## src/rtl/smb_regslave.sv

```systemverilog
module smb_regslave #(
  parameter logic [4:0] ADDR_HI    = 5'b01001,
  parameter int         PRESCALE   = 50000,
  parameter int         TOUT_TICKS = 30,
  parameter int         MAX_BLK    = 32
) (
  input  logic       clk,
  input  logic       rst_n,
  input  logic [1:0] addr_sel,
  input  logic       scl_i,
  input  logic       sda_i,
  output logic       sda_oe,
  output logic       reg_we,
  output logic [7:0] reg_waddr,
  output logic [7:0] reg_wdata,
  output logic [7:0] reg_raddr,
  input  logic [7:0] reg_rdata
);
  localparam int PW = $clog2(PRESCALE + 1);
  localparam int TW = $clog2(TOUT_TICKS + 1);
  localparam logic [PW-1:0] PRE_LAST = PW'(PRESCALE - 1);
  localparam logic [TW-1:0] TLIM     = TW'(TOUT_TICKS);
  localparam logic [7:0]    MAXB     = 8'(MAX_BLK);

  typedef enum logic [2:0] {S_IDLE, S_RX, S_ACK, S_TX, S_MACK} st_t;
  typedef enum logic [2:0] {K_ADDR, K_CMD, K_BASE, K_COUNT, K_DATA} kind_t;
  typedef enum logic [1:0] {M_PLAIN, M_BLK, M_PROC, M_FIXED} mode_t;

  function automatic logic [15:0] grp_map(input logic [7:0] c);
    case (c)
      8'hF2: return {8'h40, 8'd8};
      8'hF3: return {8'h48, 8'd8};
      8'hF4: return {8'h50, 8'd6};
      8'hF5: return {8'h56, 8'd16};
      8'hF6: return {8'h67, 8'd4};
      8'hF7: return {8'h6E, 8'd8};
      8'hF8: return {8'h78, 8'd12};
      8'hF9: return {8'h90, 8'd32};
      8'hFA: return {8'hB4, 8'd8};
      8'hFB: return {8'hC8, 8'd8};
      8'hFC: return {8'hD0, 8'd16};
      8'hFD: return {8'hE5, 8'd9};
      default: return 16'h0000;
    endcase
  endfunction

  logic [1:0] scl_sy, sda_sy;
  logic       scl_q, sda_q;
  wire scl_s = scl_sy[1];
  wire sda_s = sda_sy[1];

  always_ff @(posedge clk or negedge rst_n)
    if (!rst_n) begin
      scl_sy <= 2'b11; sda_sy <= 2'b11; scl_q <= 1'b1; sda_q <= 1'b1;
    end else begin
      scl_sy <= {scl_sy[0], scl_i};
      sda_sy <= {sda_sy[0], sda_i};
      scl_q  <= scl_s;
      sda_q  <= sda_s;
    end

  wire scl_rise = scl_s & ~scl_q;
  wire scl_fall = ~scl_s & scl_q;
  wire start_c  = scl_s & scl_q & sda_q & ~sda_s;
  wire stop_c   = scl_s & scl_q & ~sda_q & sda_s;

  logic [PW-1:0] pre;
  logic [TW-1:0] lowcnt;
  wire tick     = (pre == PRE_LAST);
  wire line_chg = (scl_s != scl_q) | (sda_s != sda_q);
  wire tmo      = (lowcnt == TLIM);

  always_ff @(posedge clk or negedge rst_n)
    if (!rst_n) begin
      pre <= '0; lowcnt <= '0;
    end else begin
      pre <= tick ? '0 : pre + 1'b1;
      if (line_chg || (scl_s && sda_s)) lowcnt <= '0;
      else if (tick && !tmo)            lowcnt <= lowcnt + 1'b1;
    end

  st_t        state;
  kind_t      kind, nxt_kind;
  mode_t      mode;
  logic       armed, ack_q, go_tx, cnt_phase;
  logic [3:0] bitcnt;
  logic [7:0] sh, ptr, base, len, rem;

  wire [7:0]  rx_byte = {sh[6:0], sda_s};
  wire [7:0]  tx_next = cnt_phase ? len : reg_rdata;
  wire [15:0] gm      = grp_map(rx_byte);
  assign reg_raddr = ptr;

  always_ff @(posedge clk or negedge rst_n)
    if (!rst_n) begin
      state <= S_IDLE; kind <= K_ADDR; nxt_kind <= K_ADDR; mode <= M_PLAIN;
      armed <= 1'b0; ack_q <= 1'b0; go_tx <= 1'b0; cnt_phase <= 1'b0;
      bitcnt <= '0; sh <= '0; ptr <= '0; base <= '0; len <= '0; rem <= '0;
      sda_oe <= 1'b0; reg_we <= 1'b0; reg_waddr <= '0; reg_wdata <= '0;
    end else begin
      reg_we <= 1'b0;
      if (tmo) begin
        state <= S_IDLE; sda_oe <= 1'b0; armed <= 1'b0;
      end else if (start_c) begin
        state <= S_RX; kind <= K_ADDR; bitcnt <= '0; sda_oe <= 1'b0;
      end else if (stop_c) begin
        state <= S_IDLE; sda_oe <= 1'b0; armed <= 1'b0;
      end else begin
        case (state)
          S_RX: begin
            if (scl_rise && bitcnt != 4'd8) begin
              sh     <= rx_byte;
              bitcnt <= bitcnt + 1'b1;
              if (bitcnt == 4'd7) begin
                case (kind)
                  K_ADDR: begin
                    if (addr_sel != 2'd3 && rx_byte[7:1] == {ADDR_HI, addr_sel}) begin
                      ack_q <= 1'b1;
                      go_tx <= rx_byte[0];
                      if (rx_byte[0]) begin
                        cnt_phase <= armed && (mode == M_PROC || mode == M_FIXED);
                        armed     <= 1'b0;
                        if (armed && mode == M_PROC) ptr <= base;
                      end else nxt_kind <= K_CMD;
                    end else begin
                      ack_q <= 1'b0;
                      state <= S_IDLE;
                    end
                  end
                  K_CMD: begin
                    go_tx <= 1'b0;
                    if (rx_byte >= 8'hFE) ack_q <= 1'b0;
                    else begin
                      ack_q <= 1'b1;
                      armed <= 1'b1;
                      if (rx_byte == 8'hF0) begin
                        mode <= M_BLK; nxt_kind <= K_BASE;
                      end else if (rx_byte == 8'hF1) begin
                        mode <= M_PROC; nxt_kind <= K_BASE;
                      end else if (rx_byte >= 8'hF2) begin
                        mode <= M_FIXED; ptr <= gm[15:8]; len <= gm[7:0]; nxt_kind <= K_DATA;
                      end else begin
                        mode <= M_PLAIN; ptr <= rx_byte; nxt_kind <= K_DATA;
                      end
                    end
                  end
                  K_BASE: begin
                    ack_q <= 1'b1; ptr <= rx_byte; base <= rx_byte; nxt_kind <= K_COUNT;
                  end
                  K_COUNT: begin
                    ack_q <= (rx_byte != 8'd0) && (rx_byte <= MAXB);
                    len <= rx_byte; rem <= rx_byte; nxt_kind <= K_DATA;
                  end
                  default: begin
                    if (mode == M_PLAIN || ((mode == M_BLK || mode == M_PROC) && rem != 8'd0)) begin
                      ack_q <= 1'b1;
                      reg_we <= 1'b1; reg_waddr <= ptr; reg_wdata <= rx_byte;
                      ptr <= ptr + 1'b1;
                      if (mode != M_PLAIN) rem <= rem - 1'b1;
                    end else ack_q <= 1'b0;
                  end
                endcase
              end
            end else if (scl_fall && bitcnt == 4'd8) begin
              sda_oe <= ack_q;
              state  <= S_ACK;
            end
          end
          S_ACK: if (scl_fall) begin
            sda_oe <= 1'b0;
            bitcnt <= '0;
            if (!ack_q) state <= S_IDLE;
            else if (go_tx) begin
              state <= S_TX; sh <= tx_next; sda_oe <= ~tx_next[7];
            end else begin
              state <= S_RX; kind <= nxt_kind;
            end
          end
          S_TX: begin
            if (scl_rise) bitcnt <= bitcnt + 1'b1;
            else if (scl_fall) begin
              if (bitcnt == 4'd8) begin
                sda_oe <= 1'b0; state <= S_MACK;
              end else sda_oe <= ~sh[3'(4'd7 - bitcnt)];
            end
          end
          S_MACK: begin
            if (scl_rise) begin
              if (sda_s) state <= S_IDLE;
              else if (cnt_phase) cnt_phase <= 1'b0;
              else ptr <= ptr + 1'b1;
            end else if (scl_fall) begin
              state <= S_TX; bitcnt <= '0; sh <= tx_next; sda_oe <= ~tx_next[7];
            end
          end
          default: ;
        endcase
      end
    end

  p_we_pulse_r12: assert property (@(posedge clk) disable iff (!rst_n)
    reg_we |=> !reg_we);
  p_idle_quiet_r13: assert property (@(posedge clk) disable iff (!rst_n)
    (state == S_IDLE) |-> !sda_oe);
  p_count_ok_r5: assert property (@(posedge clk) disable iff (!rst_n)
    (state == S_ACK && kind == K_COUNT && ack_q) |-> (len != 8'd0 && len <= MAXB));
  p_grp_nowrite_r7: assert property (@(posedge clk) disable iff (!rst_n)
    reg_we |-> (mode != M_FIXED));
  p_blk_bound_r4: assert property (@(posedge clk) disable iff (!rst_n)
    (state == S_RX && kind == K_DATA && (mode == M_BLK || mode == M_PROC) &&
     scl_rise && bitcnt == 4'd7 && rem == 8'd0) |=> !reg_we);
  p_restart_r10: assert property (@(posedge clk) disable iff (!rst_n)
    (start_c && !tmo) |=> (state == S_RX && bitcnt == 4'd0 && !sda_oe));
  p_tmo_idle_r11: assert property (@(posedge clk) disable iff (!rst_n)
    tmo |=> (state == S_IDLE && !sda_oe));
endmodule

```

## config.mk

```make
export PLATFORM = sky130hd
export DESIGN_NAME = smb_regslave
export DESIGN_NICKNAME = d
export VERILOG_FILES = /design/src/rtl/smb_regslave.sv
export SDC_FILE = /design/constraint.sdc
export NUM_CORES = 1
export LEC_CHECK = 0
export BUFFER_PORTS_ARGS = -buffer_cell sky130_fd_sc_hd__buf_2
export CORE_MARGIN = 2
export CORE_UTILIZATION = 61
export DETAILED_ROUTE_END_ITERATION = 12
export PLACE_DENSITY = 0.79
export SYNTH_ARGS = -nofsm -noshare
export SYNTH_HDL_FRONTEND = slang
export SYNTH_SLANG_ARGS = --single-unit
```

## constraint.sdc

```tcl
create_clock -name clk -period 3 [get_ports clk]
set_clock_uncertainty 0.05 [all_clocks]
set_input_delay 0.6 -clock clk [delete_from_list [all_inputs] [get_ports clk]]
set_output_delay 0.6 -clock clk [all_outputs]
set_load 0.005 [all_outputs]
```

---- After elaboration in Yosys (flattened, before gate mapping) ----
Cells that the tools add are included.
storage, ports and cells
  register bits ........................... 104
  input port bits ......................... 14
  word-level logic and storage cells ...... 313
operators by class
  $add $sub $neg .......................... 6
  order comparisons ....................... 4
  equality and inequality tests ........... 83
  multiplexer cells ....................... 122
  bitwise operators ....................... 20
  reduce and logical (&&, ||, !) cells .... 54
operators by type and width
  kind                   number
  $mux 8                 26
  $pmux 16 s12           1
  $eq 8x8->1 const B     14
  $mux 3                 26
  $pmux 8 s2             3
  $ne 2x2->1 const B     22
  $mux 1                 41
  $ne 5x5->1 const B     8
  $reduce_and 8->1       5
  $reduce_and 11->1      3
  $pmux 8 s4             1
  $ne 6x6->1 const B     5
  $ne 3x3->1 const B     9
  $mux 4                 6
  $pmux 3 s4             2
  $pmux 8 s3             1
  $reduce_and 10->1      2
  $reduce_bool 2->1      10
  $reduce_and 6->1       3
  $reduce_and 17->1      1
  $add 16x1->16 const B  1
  $eq 16x16->1 const B   1
  $ge 8x8->1 const B     2
  $mux 16                1
  other kinds (44)       95

---- Longest topological paths before layout ----
  word-level depth ........................ 12
  mapped depth ............................ 10

---- Least setup slack after synthesis ----
No wires, ideal clock.
  path kind ............................... reg2reg
  start point ............................. register lowcnt[0]
  end point ............................... register reg_waddr[3]
  library setup time ...................... 125 ps
  arrival ................................. 2278 ps
  data required time ...................... 2825 ps
  path slack .............................. 547 ps
  cell stages (with the launch flop) ...... 11
  path buffers ............................ 3
  period minus slack after synthesis ...... 2453 ps
  cells stage by stage .................... dfrtp_1 inv_1 ha_1 and4_1 clkbuf_1 a21o_1 nor3_4 and2_1 buf_2 buf_4 mux2_2
between the ends
  word-level cells in the longest chain between the ends .. 3
ends and longest elaborated chain
  item                        RTL line  source
  from (decl)                 68        logic [TW-1:0] lowcnt;
  from (signal assigned)      79        else if (tick && !tmo) lowcnt <= lowcnt + 1'b1;
  $eq 5x5->1                  71        wire tmo = (lowcnt == TLIM);
  $not 1->1 (no line)         --
  $reduce_and 8->1 (no line)  --
  to (signal assigned)        99        sda_oe <= 1'b0; reg_we <= 1'b0; reg_waddr <= '0; reg_wdata <= '0;
  to (signal assigned)        157       reg_we <= 1'b1; reg_waddr <= ptr; reg_wdata <= rx_byte;
  to (decl)                   14        output logic [7:0] reg_waddr,
No other way between the ends.
A chain may end at the register's enable or synchronous reset.

---- Worst setup path in the final report ----
  start point ............................. register kind[2]
  end point ............................... register ptr[1], in the netlist reg_raddr[1]
between the ends
  word-level cells in the longest chain between the ends .. 5
  elaborated cells between the ends (all ways) .. 17
  those cells by class .................... eq/ne: 11; mux: 4; reduce/logical: 2
ends and longest elaborated chain
  item                                RTL line  source
  from (decl)                         83        kind_t kind, nxt_kind;
  from (signal assigned)              96        state <= S_IDLE; kind <= K_ADDR; nxt_kind <= K_ADDR; mode <= M_PLAIN;
  from (signal assigned)              105       state <= S_RX; kind <= K_ADDR; bitcnt <= '0; sda_oe <= 1'b0;
  from (signal assigned)              176       state <= S_RX; kind <= nxt_kind;
  $eq 3x2->1 (tied with other cells)  115       case (kind)
  $pmux 8 s4                          115
  $mux 8                              114       if (bitcnt == 4'd7) begin
  $mux 8                              111       if (scl_rise && bitcnt != 4'd8) begin
  $pmux 8 s2                          109       case (state)
  to (signal assigned)                123       if (armed && mode == M_PROC) ptr <= base;
  to (signal assigned)                158       ptr <= ptr + 1'b1;
  to (signal assigned)                191       else ptr <= ptr + 1'b1;
  to (decl)                           87        logic [7:0] sh, ptr, base, len, rem;
Parallel ways exist; a longest one is shown, timed or not. The select of a mux whose other input is x is not followed.

==> run metrics <==
number of CTS-inserted buffers=9; Slew @ Worst Pin=~800 ps; CP max FO=15; Final Max Slew Viols=0; flop and latch count out of synthesis=104; HPWL Detailed=approximately 11 mm; worst min path class=in2async; Post-Syn Area=6115 µm²; Synth Area in XOR/XNOR=under 10%; Root Buffer=clkbuf_8; I/O Pins=40; Peak VDD IR=0.5088 mV; Tmin final=2697 ps; dpl cell area=6487 µm²; Finished Cell Area=6708 µm²; CTS tree=yes; number of hold buffers added after cts=0; number of flops mapped to enable cells by yosys=0; Die H=104.1 µm; outcome=finished, final reports clean; Fin. Hold Viols=0; largest family of logic cells by synthesized area=simple AND/OR/NAND/NOR gates; Rows=36; cell taking the most area after synthesis=dfrtp_1; Worst-Skew Late Latency=just under 400 ps; critical path cell sequence=or3b_1 -> a211oi_2 -> nor3_1 -> a211o_1 -> and2_4 -> mux2_4; clk sink count=104; Highest Clock Rate=about 370 MHz; largest cells by area after synthesis=dfrtp_1, o21ai_0, mux2_2; Port Buffers=39; register-to-register setup slack=300 ps; Simple-Gate Fraction of Synth Area=20.83%; sw power=1.607 mW; largest net degree at the start of global routing=between 60 and 70; Routed Wire Length=15.37 mm; mux contribution to synthesized area=under 10%; Pleak=3.035 nW; Clock Power Share=23.2%; detailed-route wire length per cell=approximately 18 µm; GPL Wtd Cong=0.9521; Layout Nets=733; combinational share of power=between 30 and 40%; Synth warnings=0; share of the synthesized area in the top cell type=between 40% and 50%; via/cell ratio=6.221; reg2reg end=reg_raddr[1]; worst setup path end=reg_raddr[1]; Synth cell types=68; Syn Nets=703; buffers and inverters on the worst path=0; WP depth=6; Reg-to-Reg Start=kind[2]; sequential element share of the synthesized area=42.68%; die area=~11000 µm²; register share of total power=42.9%; initial antenna violation count=0; H-tree Lvls=3; ys async rst share=between 90% and 100%; via count of the routed design=5244; core region area=9774 µm²; Area Growth Syn to Fin=9.699%; Die Wd=104.1 µm; crit path capture type=register; Mapped Cells=675; Initial DRC Count=roughly 470; Antenna Nets Post-Route=0; layout cells sized above 1=18.59%; Synth Area per Inst=9.059 µm²; Top FF cell, synth=dfrtp_1; P_int=around 2.6 mW; switching portion of total power=roughly two fifths; most common library cells after synthesis=dfrtp_1, o21ai_0, nand2_1; period utilisation layout=89.90%; startpoint types=register; CP Class=reg2reg; drc violations=0; Final Core Density=68.63%; number of global-route vias before repair=approximately 5000; Max-Cap Viols=0; slowest CP cell=or3b_1; CP Launch Point=kind[2]; final setup fails=0; slowest stage delay, CP=600 ps; first-pass GRT wire length=26.23 mm; Power Dens Cells=626.7 nW/µm²; post-CTS setup buffer count=0; initial core utilization=62.56%; Arr. time, crit path=2940 ps; Synth Area in Compound Gates=17.52%; relative slew slack=46.31%; drt pass-1 iters=5; fraction of the mapped netlist area in adder cells=about 2.9%; Required @ worst endpoint=approximately 3200 ps; most common cell in the netlist=dfrtp_1; Top delay family on crit path=simple AND/OR/NAND/NOR gates; cts repair resizes=0; Longest Clk Path Bufs=2; unrepaired setup endpoints after global routing=false; GRT Residual Overflow=0; GRT Resource Usage Total=29.97%; clk slew on worst S/H paths=100 ps; ant diodes=0; final setup TNS=0 ps; R2R cell count=6
## stage by stage
stage | std cells | power, mW | setup slack, ps | hold WS, ps
6_report | 843 | 4.204 | 302.9 | 143.6
5_1_grt | 843 | 4.477 | 82.00 | 177.9
4_1_cts | 843 | 4.211 | 351.3 | 157.4
3_5_place_dp | 827 | 3.234 | 366.6 | 297.2
3_3_place_gp | 827 | 3.204 | 379.1 | 295.8
2_1_floorplan | 675 | 2.737 | 546.8 | 254.4
## worst min path at each step
stage	start	end	slack [ps]
detailed placement	scl_sy[0]	scl_sy[1]	300
CTS	rst_n	state[0]	160
floorplan	rst_n	ack_q	250
global route	rst_n	state[0]	180
finish	rst_n	state[0]	140
global placement	scl_sy[0]	scl_sy[1]	300
## cell usage in the layout (no fill, tap or decap), drive strengths merged, types with 3 or more instances in the layout
| master | instances |
|---|---|
| dfrtp | 98 |
| o21ai | 79 |
| nand2 | 67 |
| buf | 63 |
| nor2 | 56 |
| mux2 | 36 |
| a21oi | 34 |
| nand3 | 29 |
| inv | 18 |
| nor2b | 14 |
| ha | 14 |
| nor3 | 14 |
| nand4 | 12 |
| xor2 | 12 |
| a31oi | 12 |
| mux2i | 11 |
| a22oi | 10 |
| and3 | 9 |
| nand2b | 9 |
| clkbuf | 9 |
| a211oi | 8 |
| o31ai | 7 |
| xnor2 | 6 |
| dfstp | 6 |
| and2 | 6 |
| or3 | 5 |
| nor4b | 4 |
| nor4bb | 4 |
| clkinv | 4 |
| and4 | 3 |
| nand3b | 3 |
| a21o | 3 |
| nor4 | 3 |
| a211o | 3 |
| o211ai | 3 |
| clkinvlp | 3 |
| nor3b | 3 |
## flip-flops by register name, summed over array words and instances (netlist names), 2 cells and up
register / cells
base: 8
bitcnt: 4
kind: 3
len: 8
lowcnt: 5
mode: 2
nxt_kind: 3
pre: 16
reg_raddr: 8
reg_waddr: 8
reg_wdata: 8
rem: 8
scl_sy: 2
sda_sy: 2
sh: 8
state: 3
## per-layer routing
layer	global-route usage (%)	wire length, µm
met5	0	0
met4	11.58	392
met1	41.82	6886
met2	46.66	7228
met3	5.514	866
## layout make-up
cell class	count	area (µm²)
Inverter	20	75.07
Tap cell	133	166.4
Timing Repair Buffer	63	390.4
Sequential cell	104	2610
Multi-Input combinational cell	507	3246
Fill cell	799	3067
Clock buffer	9	123.9
Clock inverter	7	96.34
## power groups by stage
stage               Combinational (mW)  Clock, mW  Sequential (mW)
finish                            1.43      0.975             1.80
global route                      1.59       1.06             1.83
CTS                               1.41       1.00             1.80
detailed placement                1.41          0             1.83
global placement                  1.39          0             1.82
floorplan                         1.04          0             1.70
## cells by family after synthesis
| family | after synthesis |
|---|---|
| and+or+nand+nor | 248 |
| AOI/OAI and AO/OA | 178 |
| DFF | 104 |
| buffers and inverters | 64 |
| muxes | 49 |
| xor gates and xnor gates | 18 |
| adders and majority gates | 14 |
Power figures use the tool's default switching activity.
